<file path="config.mk">
export PLATFORM = sky130hd
export DESIGN_NAME = kwdt
export DESIGN_NICKNAME = d
export VERILOG_FILES = /design/src/rtl/kwdt_pkg.sv /design/src/rtl/kwdt_keydec.sv /design/src/rtl/kwdt_presc.sv /design/src/rtl/kwdt_core.sv /design/src/rtl/kwdt.sv
export SDC_FILE = /design/constraint.sdc
export NUM_CORES = 1
export LEC_CHECK = 0
export ABC_CLOCK_PERIOD_IN_PS = 6700
export BUFFER_PORTS_ARGS = -buffer_cell sky130_fd_sc_hd__buf_2
export CAP_MARGIN = 25
export CORE_UTILIZATION = 52
export DETAILED_ROUTE_END_ITERATION = 12
export PLACE_DENSITY = 0.84
export SYNTH_ARGS = -nofsm -noshare
export SYNTH_HDL_FRONTEND = slang
export SYNTH_SLANG_ARGS = --single-unit
</file>
<file path="constraint.sdc">
create_clock -name clk -period 6.7 [get_ports clk]
set_input_delay 0 -clock clk [delete_from_list [all_inputs] [get_ports clk]]
set_output_delay 0 -clock clk [all_outputs]
set_load 0.01 [all_outputs]
</file>
<file path="src/rtl/kwdt_pkg.sv">
package kwdt_pkg;

   typedef enum logic [1:0] {
      ST_IDLE  = 2'd0,
      ST_RECOV = 2'd1,
      ST_POST  = 2'd2,
      ST_HALT  = 2'd3
   } kwdt_state_e;

   // control register bit positions
   localparam int CTL_IOVF = 4;
   localparam int CTL_TME  = 5;
   localparam int CTL_MODE = 6;
   localparam int CTL_WOVF = 7;
   localparam int CTL_BITS = 8;
   localparam int MAX_SHIFT = 12;

   // log2 of the prescaler ratio for each clock-select code
   function automatic int unsigned div_shift(input logic [2:0] code);
      case (code)
         3'd0:    return 0;
         3'd1:    return 2;
         3'd2:    return 4;
         3'd3:    return 5;
         3'd4:    return 6;
         3'd5:    return 8;
         3'd6:    return 10;
         default: return 12;
      endcase
   endfunction

endpackage

</file>
<file path="src/rtl/kwdt_keydec.sv">
module kwdt_keydec #(
   parameter int          DW      = 16,
   parameter int unsigned KEY_CNT = 'h5A,
   parameter int unsigned KEY_CTL = 'hA5,
   localparam int         HW      = DW / 2
) (
   input  logic          wr_en,
   input  logic          wr_sel,
   input  logic [DW-1:0] wr_data,
   output logic          cnt_ld,
   output logic          ctl_ld,
   output logic [HW-1:0] ld_val
);

   if (DW % 2 != 0) begin : g_bad_dw
      $error("kwdt_keydec: DW must be even");
   end

   logic [HW-1:0] key_hi;

   always_comb begin
      key_hi = wr_data[DW-1:HW];
      ld_val = wr_data[HW-1:0];
      cnt_ld = wr_en && !wr_sel && (key_hi == HW'(KEY_CNT));
      ctl_ld = wr_en &&  wr_sel && (key_hi == HW'(KEY_CTL));
   end

endmodule

</file>
<file path="src/rtl/kwdt_presc.sv">
module kwdt_presc
   import kwdt_pkg::*;
#(
   parameter int PW = 12
) (
   input  logic       clk,
   input  logic       rst_n,
   input  logic       clr,
   input  logic       run,
   input  logic [2:0] sel,
   output logic       tick
);

   if (PW < MAX_SHIFT) begin : g_bad_pw
      $error("kwdt_presc: PW too small for the largest ratio");
   end

   logic [PW-1:0] pre_q;
   logic [PW-1:0] lim;

   always_comb begin
      lim  = PW'((32'd1 << div_shift(sel)) - 32'd1);
      tick = run && (pre_q == lim);
   end

   always_ff @(posedge clk or negedge rst_n) begin
      if (!rst_n)                    pre_q <= '0;
      else if (clr || !run || tick)  pre_q <= '0;
      else                           pre_q <= pre_q + 1'b1;
   end

   AST_PRE_BOUND: assert property (@(posedge clk) disable iff (!rst_n)
      run |-> pre_q <= lim) else $error("prescaler past limit");

endmodule

</file>
<file path="src/rtl/kwdt_core.sv">
module kwdt_core
   import kwdt_pkg::*;
#(
   parameter int HW = 8
) (
   input  logic          clk,
   input  logic          rst_n,
   input  logic          cnt_ld,
   input  logic          ctl_ld,
   input  logic [HW-1:0] ld_val,
   input  logic          in_stby,
   input  logic          stby_en,
   input  logic          wake_req,
   input  logic          tick,
   output logic          run,
   output logic [HW-1:0] cnt_q,
   output logic [HW-1:0] ctl_q,
   output logic          wdt_rst,
   output logic          clk_resume,
   output logic          stby_req
);

   if (HW < CTL_BITS) begin : g_bad_hw
      $error("kwdt_core: register half must hold the control byte");
   end

   localparam logic [HW-1:0] MID = HW'(1) << (HW - 1);
   localparam logic [HW-1:0] TOP = '1;

   kwdt_state_e st_q, st_d;
   logic at_top, at_mid, wrap, nrm_ovf, rec_ovf;

   always_comb begin
      at_top  = (cnt_q == TOP);
      at_mid  = (cnt_q == MID);
      run     = (st_q == ST_IDLE && ctl_q[CTL_TME] && !in_stby)
             || (stby_en && (st_q == ST_RECOV || (st_q == ST_POST && !at_mid)));
      wrap    = tick && at_top;
      nrm_ovf = wrap && (st_q == ST_IDLE);
      rec_ovf = wrap && (st_q == ST_RECOV);
   end

   always_comb begin
      st_d = st_q;
      case (st_q)
         ST_IDLE:  if (in_stby && stby_en && wake_req) st_d = ST_RECOV;
         ST_RECOV: if (!stby_en) st_d = ST_IDLE;
                   else if (rec_ovf) st_d = ST_POST;
         ST_POST:  if (!stby_en) st_d = ST_IDLE;
                   else if (at_mid) st_d = ST_HALT;
         default:  st_d = ST_HALT;
      endcase
   end

   always_ff @(posedge clk or negedge rst_n) begin
      if (!rst_n) begin
         st_q       <= ST_IDLE;
         cnt_q      <= '0;
         ctl_q      <= '0;
         wdt_rst    <= 1'b0;
         clk_resume <= 1'b0;
      end else begin
         st_q       <= st_d;
         wdt_rst    <= nrm_ovf && ctl_q[CTL_MODE];
         clk_resume <= rec_ovf;
         if (cnt_ld)    cnt_q <= ld_val;
         else if (tick) cnt_q <= cnt_q + 1'b1;
         if (ctl_ld) begin
            ctl_q <= ld_val;
         end else if (nrm_ovf) begin
            if (ctl_q[CTL_MODE]) ctl_q[CTL_WOVF] <= 1'b1;
            else                 ctl_q[CTL_IOVF] <= 1'b1;
         end
      end
   end

   assign stby_req = (st_q == ST_HALT);

   AST_CNT_HOLD: assert property (@(posedge clk) disable iff (!rst_n)
      (!cnt_ld && !tick) |=> $stable(cnt_q)) else $error("counter moved");
   AST_IDLE_NO_TICK: assert property (@(posedge clk) disable iff (!rst_n)
      (st_q == ST_IDLE && !ctl_q[CTL_TME]) |-> !tick) else $error("tick while off");
   AST_RST_PULSE: assert property (@(posedge clk) disable iff (!rst_n)
      wdt_rst |=> !wdt_rst) else $error("reset pulse too long");
   AST_RESUME_QUIET: assert property (@(posedge clk) disable iff (!rst_n)
      (clk_resume && !$past(ctl_ld)) |-> (ctl_q[CTL_WOVF] == $past(ctl_q[CTL_WOVF])
                                        && ctl_q[CTL_IOVF] == $past(ctl_q[CTL_IOVF])))
      else $error("flag set on resume");
   AST_HALT_STICKY: assert property (@(posedge clk) disable iff (!rst_n)
      stby_req |=> stby_req) else $error("standby request dropped");
   AST_HALT_AT_MID: assert property (@(posedge clk) disable iff (!rst_n)
      $rose(stby_req) |-> cnt_q == MID) else $error("halt off midpoint");

endmodule

</file>
<file path="src/rtl/kwdt.sv">
module kwdt #(
   parameter int          DW      = 16,
   parameter int unsigned KEY_CNT = 'h5A,
   parameter int unsigned KEY_CTL = 'hA5,
   parameter int          PW      = 12
) (
   input  logic          clk,
   input  logic          rst_n,
   input  logic          wr_en,
   input  logic          wr_sel,
   input  logic [DW-1:0] wr_data,
   input  logic          rd_sel,
   output logic [DW-1:0] rd_data,
   input  logic          in_stby,
   input  logic          stby_en,
   input  logic          wake_req,
   output logic          irq,
   output logic          wdt_rst,
   output logic          clk_resume,
   output logic          stby_req
);

   localparam int HW = DW / 2;

   logic          cnt_ld, ctl_ld, run, tick;
   logic [HW-1:0] ld_val, cnt_q, ctl_q;

   kwdt_keydec #(.DW(DW), .KEY_CNT(KEY_CNT), .KEY_CTL(KEY_CTL)) u_keydec (
      .wr_en(wr_en), .wr_sel(wr_sel), .wr_data(wr_data),
      .cnt_ld(cnt_ld), .ctl_ld(ctl_ld), .ld_val(ld_val)
   );

   kwdt_presc #(.PW(PW)) u_presc (
      .clk(clk), .rst_n(rst_n), .clr(ctl_ld), .run(run),
      .sel(ctl_q[2:0]), .tick(tick)
   );

   kwdt_core #(.HW(HW)) u_core (
      .clk(clk), .rst_n(rst_n), .cnt_ld(cnt_ld), .ctl_ld(ctl_ld),
      .ld_val(ld_val), .in_stby(in_stby), .stby_en(stby_en),
      .wake_req(wake_req), .tick(tick), .run(run), .cnt_q(cnt_q),
      .ctl_q(ctl_q), .wdt_rst(wdt_rst), .clk_resume(clk_resume),
      .stby_req(stby_req)
   );

   always_comb begin
      rd_data = {{HW{1'b0}}, (rd_sel ? ctl_q : cnt_q)};
      irq     = ctl_q[kwdt_pkg::CTL_IOVF];
   end

endmodule

</file>
; ---- Word level (Yosys, flattened, before mapping)
; Cells that the tools add are included.
[totals]
output_inout_bits = 20
reg_bits = 32
wordCells = 78
inputBits = 24
[op_classes]
n_reduce_logical = 31
shift = 1
addsub = 3
eq_ne = 18
mux = 17
[ops]
columns = op, count
row1 = case mux 4 bit (7 select lines), 1
row2 = == test 8 bit (second input constant), 3
row3 = two-way mux 8 bit, 3
row4 = logical AND 1 bit, 15
row5 = adder 12 x 1 -> 12 bit (second input constant), 1
row6 = == test 12 bit, 1
row7 = two-way mux 12 bit, 1
row8 = left shift 1 x 4 -> 12 bit (first input constant), 1
row9 = subtractor 12 x 1 -> 12 bit (second input constant), 1
row10 = two-way mux 2 bit, 5
row11 = == test 3 bit (second input constant), 3
row12 = adder 8 x 1 -> 8 bit (second input constant), 1
row13 = == test 8 x 7 -> 1 bit (second input constant), 1
row14 = == test 3 x 2 -> 1 bit (second input constant), 2
row15 = two-way mux 1 bit, 6
row16 = inequality test 3 x 2 -> 1 bit (second input constant), 2
row17 = case mux 2 bit (3 select lines), 1
row18 = nonzero test 2 bit, 3
row19 = == test 2 bit (second input constant), 2
row20 = zero test 1 bit, 4
row21 = logical OR 1 bit, 4
row22 = inequality test 2 bit (second input constant), 2
row23 = AND reduction 2 bit, 2
row24 = == test 3 x 1 -> 1 bit (second input constant), 1
row25 = other kinds (4), 4

; ---- Logic depth before layout (Yosys ltp)
[depth]
word_depth = 12
mapped_depth = 9
mapped_depth_nobuf = 8

; ---- Modules after synthesis
; From an unflattened synthesis, not the netlist that was laid out.
[unflattened]
cells_unflattened = 254
hier_area_um2 = 2347.3
[by_module_without_submodules]
columns = mod, cells_each, area_each_um2, instances, seq_area_each_um2
row1 = kwdt_core, 101, 1041.0, 1, 500.5
row2 = kwdt_presc, 121, 985.9, 1, 300.3
row3 = kwdt, 18, 195.2, 1, 0.0
row4 = kwdt_keydec, 14, 125.1, 1, 0.0

; ---- Least setup slack after synthesis
; Ideal clock, no wire load.
[synth_path]
path_kind = reg2reg
startpoint = reg u_core.ctl_q[0]
endpoint = reg u_core.st_q[0]
arrival_ns = 2.598
n_path_buf = 0
synth_period_minus_slack_ns = 2.718
t_required_ns = 6.580
stages_incl_launch_ff = 9
setup_slack_ns = 3.982
setup_ns = 0.120
cell_sequence = dfrtp_1 or3_4 ha_1 xor2_1 o311ai_0 nor4_2 o31ai_1 or4_4 a31o_1
[synth_via]
elab_chain_cells = 10
elab_cells_between_ends = 16
cone_classes = add/sub (1) / eq/ne (8) / shift (1) / mux (1) / reduce/logical (5)
[synth_lines]
columns = element, line
row1 = start: declaration, kwdt_core.sv:17  ; output logic [HW-1:0] ctl_q,
row2 = start signal: assignment, kwdt_core.sv:69  ; ctl_q <= ld_val;
row3 = "== test 3 bit, or another cell as far along", kwdt_pkg.sv:20  ; case (code)
row4 = case mux 4 bit (7 select lines) (*), kwdt_pkg.sv:20
row5 = left shift 1 x 4 -> 12 bit (*), kwdt_presc.sv:22  ; lim = PW'((32'd1 << div_shift(sel)) - 32'd1);
row6 = subtractor 12 x 1 -> 12 bit (*), kwdt_presc.sv:22
row7 = == test 12 bit (*), kwdt_presc.sv:23  ; tick = run && (pre_q == lim);
row8 = logical AND 1 bit (*), kwdt_presc.sv:23
row9 = logical AND 1 bit (*), kwdt_core.sv:38  ; wrap = tick && at_top;
row10 = logical AND 1 bit (*), kwdt_core.sv:40  ; rec_ovf = wrap && (st_q == ST_RECOV);
row11 = inequality test 3 x 2 -> 1 bit (no source line) (*), --
row12 = AND reduction 3 bit (no source line) (*), --
row13 = end signal: assignment, kwdt_core.sv:63  ; st_q <= st_d;
row14 = end: declaration, kwdt_core.sv:30  ; kwdt_state_e st_q, st_d;
; Mark *: on every way between the ends. The rest lies on a longest branch, timed or not.
; A chain may end at the register's enable or synchronous reset.

; ---- Final worst setup path
[layout_path]
startpoint = reg u_core.ctl_q[1]
endpoint = reg u_core.cnt_q[0]
[layout_via]
elab_chain_cells = 7
elab_cells_between_ends = 13
cone_classes = add/sub (1) / eq/ne (7) / shift (1) / mux (1) / reduce/logical (3)
[layout_lines]
columns = element, line
row1 = "== test 3 bit, or another cell as far along", kwdt_pkg.sv:20
row2 = case mux 4 bit (7 select lines) (*), kwdt_pkg.sv:20
row3 = left shift 1 x 4 -> 12 bit (*), kwdt_presc.sv:22
row4 = subtractor 12 x 1 -> 12 bit (*), kwdt_presc.sv:22
row5 = == test 12 bit (*), kwdt_presc.sv:23
row6 = logical AND 1 bit (*), kwdt_presc.sv:23
row7 = nonzero test 2 bit (no source line) (*), --
row8 = end signal: assignment, kwdt_core.sv:66  ; if (cnt_ld) cnt_q <= ld_val;
row9 = end signal: assignment, kwdt_core.sv:67  ; else if (tick) cnt_q <= cnt_q + 1'b1;
row10 = end: declaration, kwdt_core.sv:16  ; output logic [HW-1:0] cnt_q,
; Marks and branches as above.

==> flow_summary.json <==
{
  "n_fill_cell": 319,
  "via_per_inst": 5.77,
  "max_freq_ghz": 0.313,
  "drcViolationCount": 0,
  "synthCells": 229,
  "dp_cells": 300,
  "regArea_um2": 801,
  "p_leak_nw": 1.09,
  "avgRoutedWirePerCell_um": 14.1,
  "status": "complete, no violations",
  "finalCritPeriodShare_pct": 47.6,
  "yosysSeqAreaShare_pct": 38.1,
  "io_pins": 44,
  "final_cell_mix": "buf_2, dfrtp_1, nor2_1",
  "netlist_area_um2": 2100,
  "hpwl_mm": 3.19,
  "cts_buffer_depth": 2,
  "cp_top_family": "simple AND/OR/NAND/NOR gates",
  "vias": 1811,
  "crit_path_max_fanout": 13,
  "antenna_found_initial": 0,
  "gp_congestion": 0.836,
  "core_area_um2": 3770,
  "port_buffers": 35,
  "grt.total_usage_pct": 22.7,
  "critPathBufInv": 0,
  "fin_tns_setup_ps": 0,
  "hold_violations": 0,
  "critical_path.cell_chain": "or3_4 -> ha_1 -> xor2_1 -> o311ai_0 -> nor4_2 -> nor4b_2 -> nor3_1 -> a221o_1",
  "cts_max_level": 2,
  "syn_to_final_growth_pct": 14.9,
  "hold_path.class": "input pin to flip-flop",
  "critPathCaptureType": "flip-flop",
  "final_core_util_pct": 64.1,
  "drive_gt1_share_pct": 21.8,
  "synth.avg_cell_area_um2": 9.18,
  "core.rowCount": 22,
  "fin_skew_ps": 6.26,
  "dieArea_um2": 4300,
  "nNetsFinal": 296,
  "rsz0062_at_grt": "no",
  "dr.pass1.iters": 4,
  "die_y_um": 65.6,
  "powerDensity_nw_per_um2": 187,
  "grt-ovfl-total": 0,
  "cp.depth": 8,
  "drv_slew": 0,
  "whs_ps": 25.8,
  "numCtsBuffers": 5,
  "synth_edf_count": 0,
  "worst_hold_path.num_cells": 2,
  "grt_pass1_wl_mm": 7.42,
  "grt_pass1_vias": 1660,
  "drt_iter0_drc": 70,
  "critPathLaunchType": "flip-flop",
  "multi_input_area_um2": 1200,
  "start_util_pct": 55.8,
  "synth_top_flop_cell": "dfrtp_1",
  "cts.sinks": 32,
  "max_slew_margin_pct": 31.7,
  "insertion_delay_ps": 280,
  "ys_warn_count": 0,
  "ys_ff_latch": 32,
  "cts_root_buf": "clkbuf_8",
  "setup_viol": 0,
  "fin_cells": 314,
  "crit_arrival_ps": 3350,
  "final.min_clock_period_ps": 3190,
  "postPlaceCellArea_um2": 2260,
  "reg2reg_depth": 8,
  "ant_nets": 0,
  "worstMarginPinSlew_ps": 1020,
  "path_clk_slew_ps": 60,
  "synth.distinct_cells": 57,
  "vdd_ir_drop_max_v": 0.000124,
  "async_flop_share_pct": 100,
  "die_w_um": 65.6,
  "critPathKind": "flip-flop to flip-flop",
  "diodes": 0,
  "max_cap_viol_count": 0,
  "cts_tree": "built",
  "crit_required_ps": 6860,
  "design_area_um2": 2420,
  "grt_max_degree": 33,
  "cts_resized": 0,
  "cp_slowest_stage_delay_ps": 870,
  "crit_slowest_cell": "nor4b_2",
  "final_common_cell": "buf_2",
  "wl_mm": 4.43
}
[path summary, 6_finish.rpt]
path                            startpoint          endpoint  slack, ps
max reg2reg                u_core.ctl_q[1]   u_core.cnt_q[0]       3510
max                        u_core.ctl_q[1]   u_core.cnt_q[0]       3510
min reg2reg                u_core.ctl_q[3]   u_core.ctl_q[3]        500
min in group asynchronous            rst_n   u_core.cnt_q[3]        320
min                                stby_en    u_core.st_q[0]         30
max in group asynchronous            rst_n  u_presc.pre_q[5]       5920
[synth_stat cells (all sizes together) (2+ instances only)]
cell	count	share of area [%]
dfrtp	32	38
nor2	22	3.9
nand2	18	3.2
buf	13	4.0
nand3	13	3.1
mux2	11	5.9
xor2	9	3.7
nor3	8	1.9
o21ai	8	1.9
a21oi	7	1.7
clkbuf	6	1.1
inv	6	1.1
o211ai	5	1.8
xnor2	5	2.1
and3	4	1.2
ha	4	2.4
nor4bb	4	1.9
or4	4	1.6
a31oi	3	0.89
and4	3	1.4
nand4	3	0.89
nand4b	3	1.2
nor4	3	1.2
o31ai	3	1.1
and4b	2	0.95
conb	2	0.36
nand2b	2	0.59
nor3b	2	0.95
o211a	2	0.95
or3	2	0.83
or3b	2	0.83
[report_power, final]
part	switching [mW]	total (mW)	leakage (nW)	internal, mW
clock network	0.0630	0.130	0.0359	0.0667
logic	0.0537	0.100	0.638	0.0463
registers	0.0162	0.221	0.415	0.205
total	0.133	0.451	1.09	0.318
[sequential cells by signal, indices dropped and copies added, names as in the netlist]
name and cells:
u_core.clk_resume 1, u_core.cnt_q 8, u_core.ctl_q 8, u_core.st_q 2
u_core.wdt_rst 1, u_presc.pre_q 12
[area by class of cell]
class | count | area share [%]
repair buffers | 44 | 11.0
multi-input cells | 179 | 49.6
inverters | 6 | 0.932
clock buffers | 5 | 2.85
well taps | 48 | 2.48
flip-flops and latches | 32 | 33.1
[worst reg2reg max path, delay by kind of cell (launching register included)]
| family | cells | cell delay, ps |
|---|---|---|
| AOI/OAI and AO/OA | 2 | 470 |
| xor gates and xnor gates | 1 | 130 |
| adders and majority gates | 1 | 300 |
| DFF | 1 | 500 |
| and+or+nand+nor | 4 | 1690 |
[what timing repair did]
item | in CTS | in global routing
setup buffers | 0 | 0
setup endpoints to repair | 0 | 0
hold buffers | 9 | 0
endpoints found under the hold margin | 47 | 0
[metal layers]
metal,share of wire (%),track usage (%)
met1,48,29.1
met2,47,37.2
met3,3.6,5.21
met4,1.4,8.42
met5,0,0
[cells by family (layout without fill, tap and decap cells)]
family	Yosys count	in the layout	share of synthesized area, %
multiplexers	11	11	5.89
flip-flops	32	32	38.1
XOR/XNOR	14	14	5.83
adder cells (fa/ha/maj)	4	4	2.38
other	2	9	0.357
AO/OA/AOI/OAI	40	40	13.1
AND/OR/NAND/NOR	101	101	28.3
buffers and inverters	25	55	6.13
[through the flow]
step	total power [mW]	worst slack [ps]
after floorplan	0.290	3980
after global placement	0.316	3630
after detailed placement	0.320	3510
after CTS	0.454	3500
after global routing	0.478	3360
final	0.451	3510
Power figures use the tool's default switching activity.
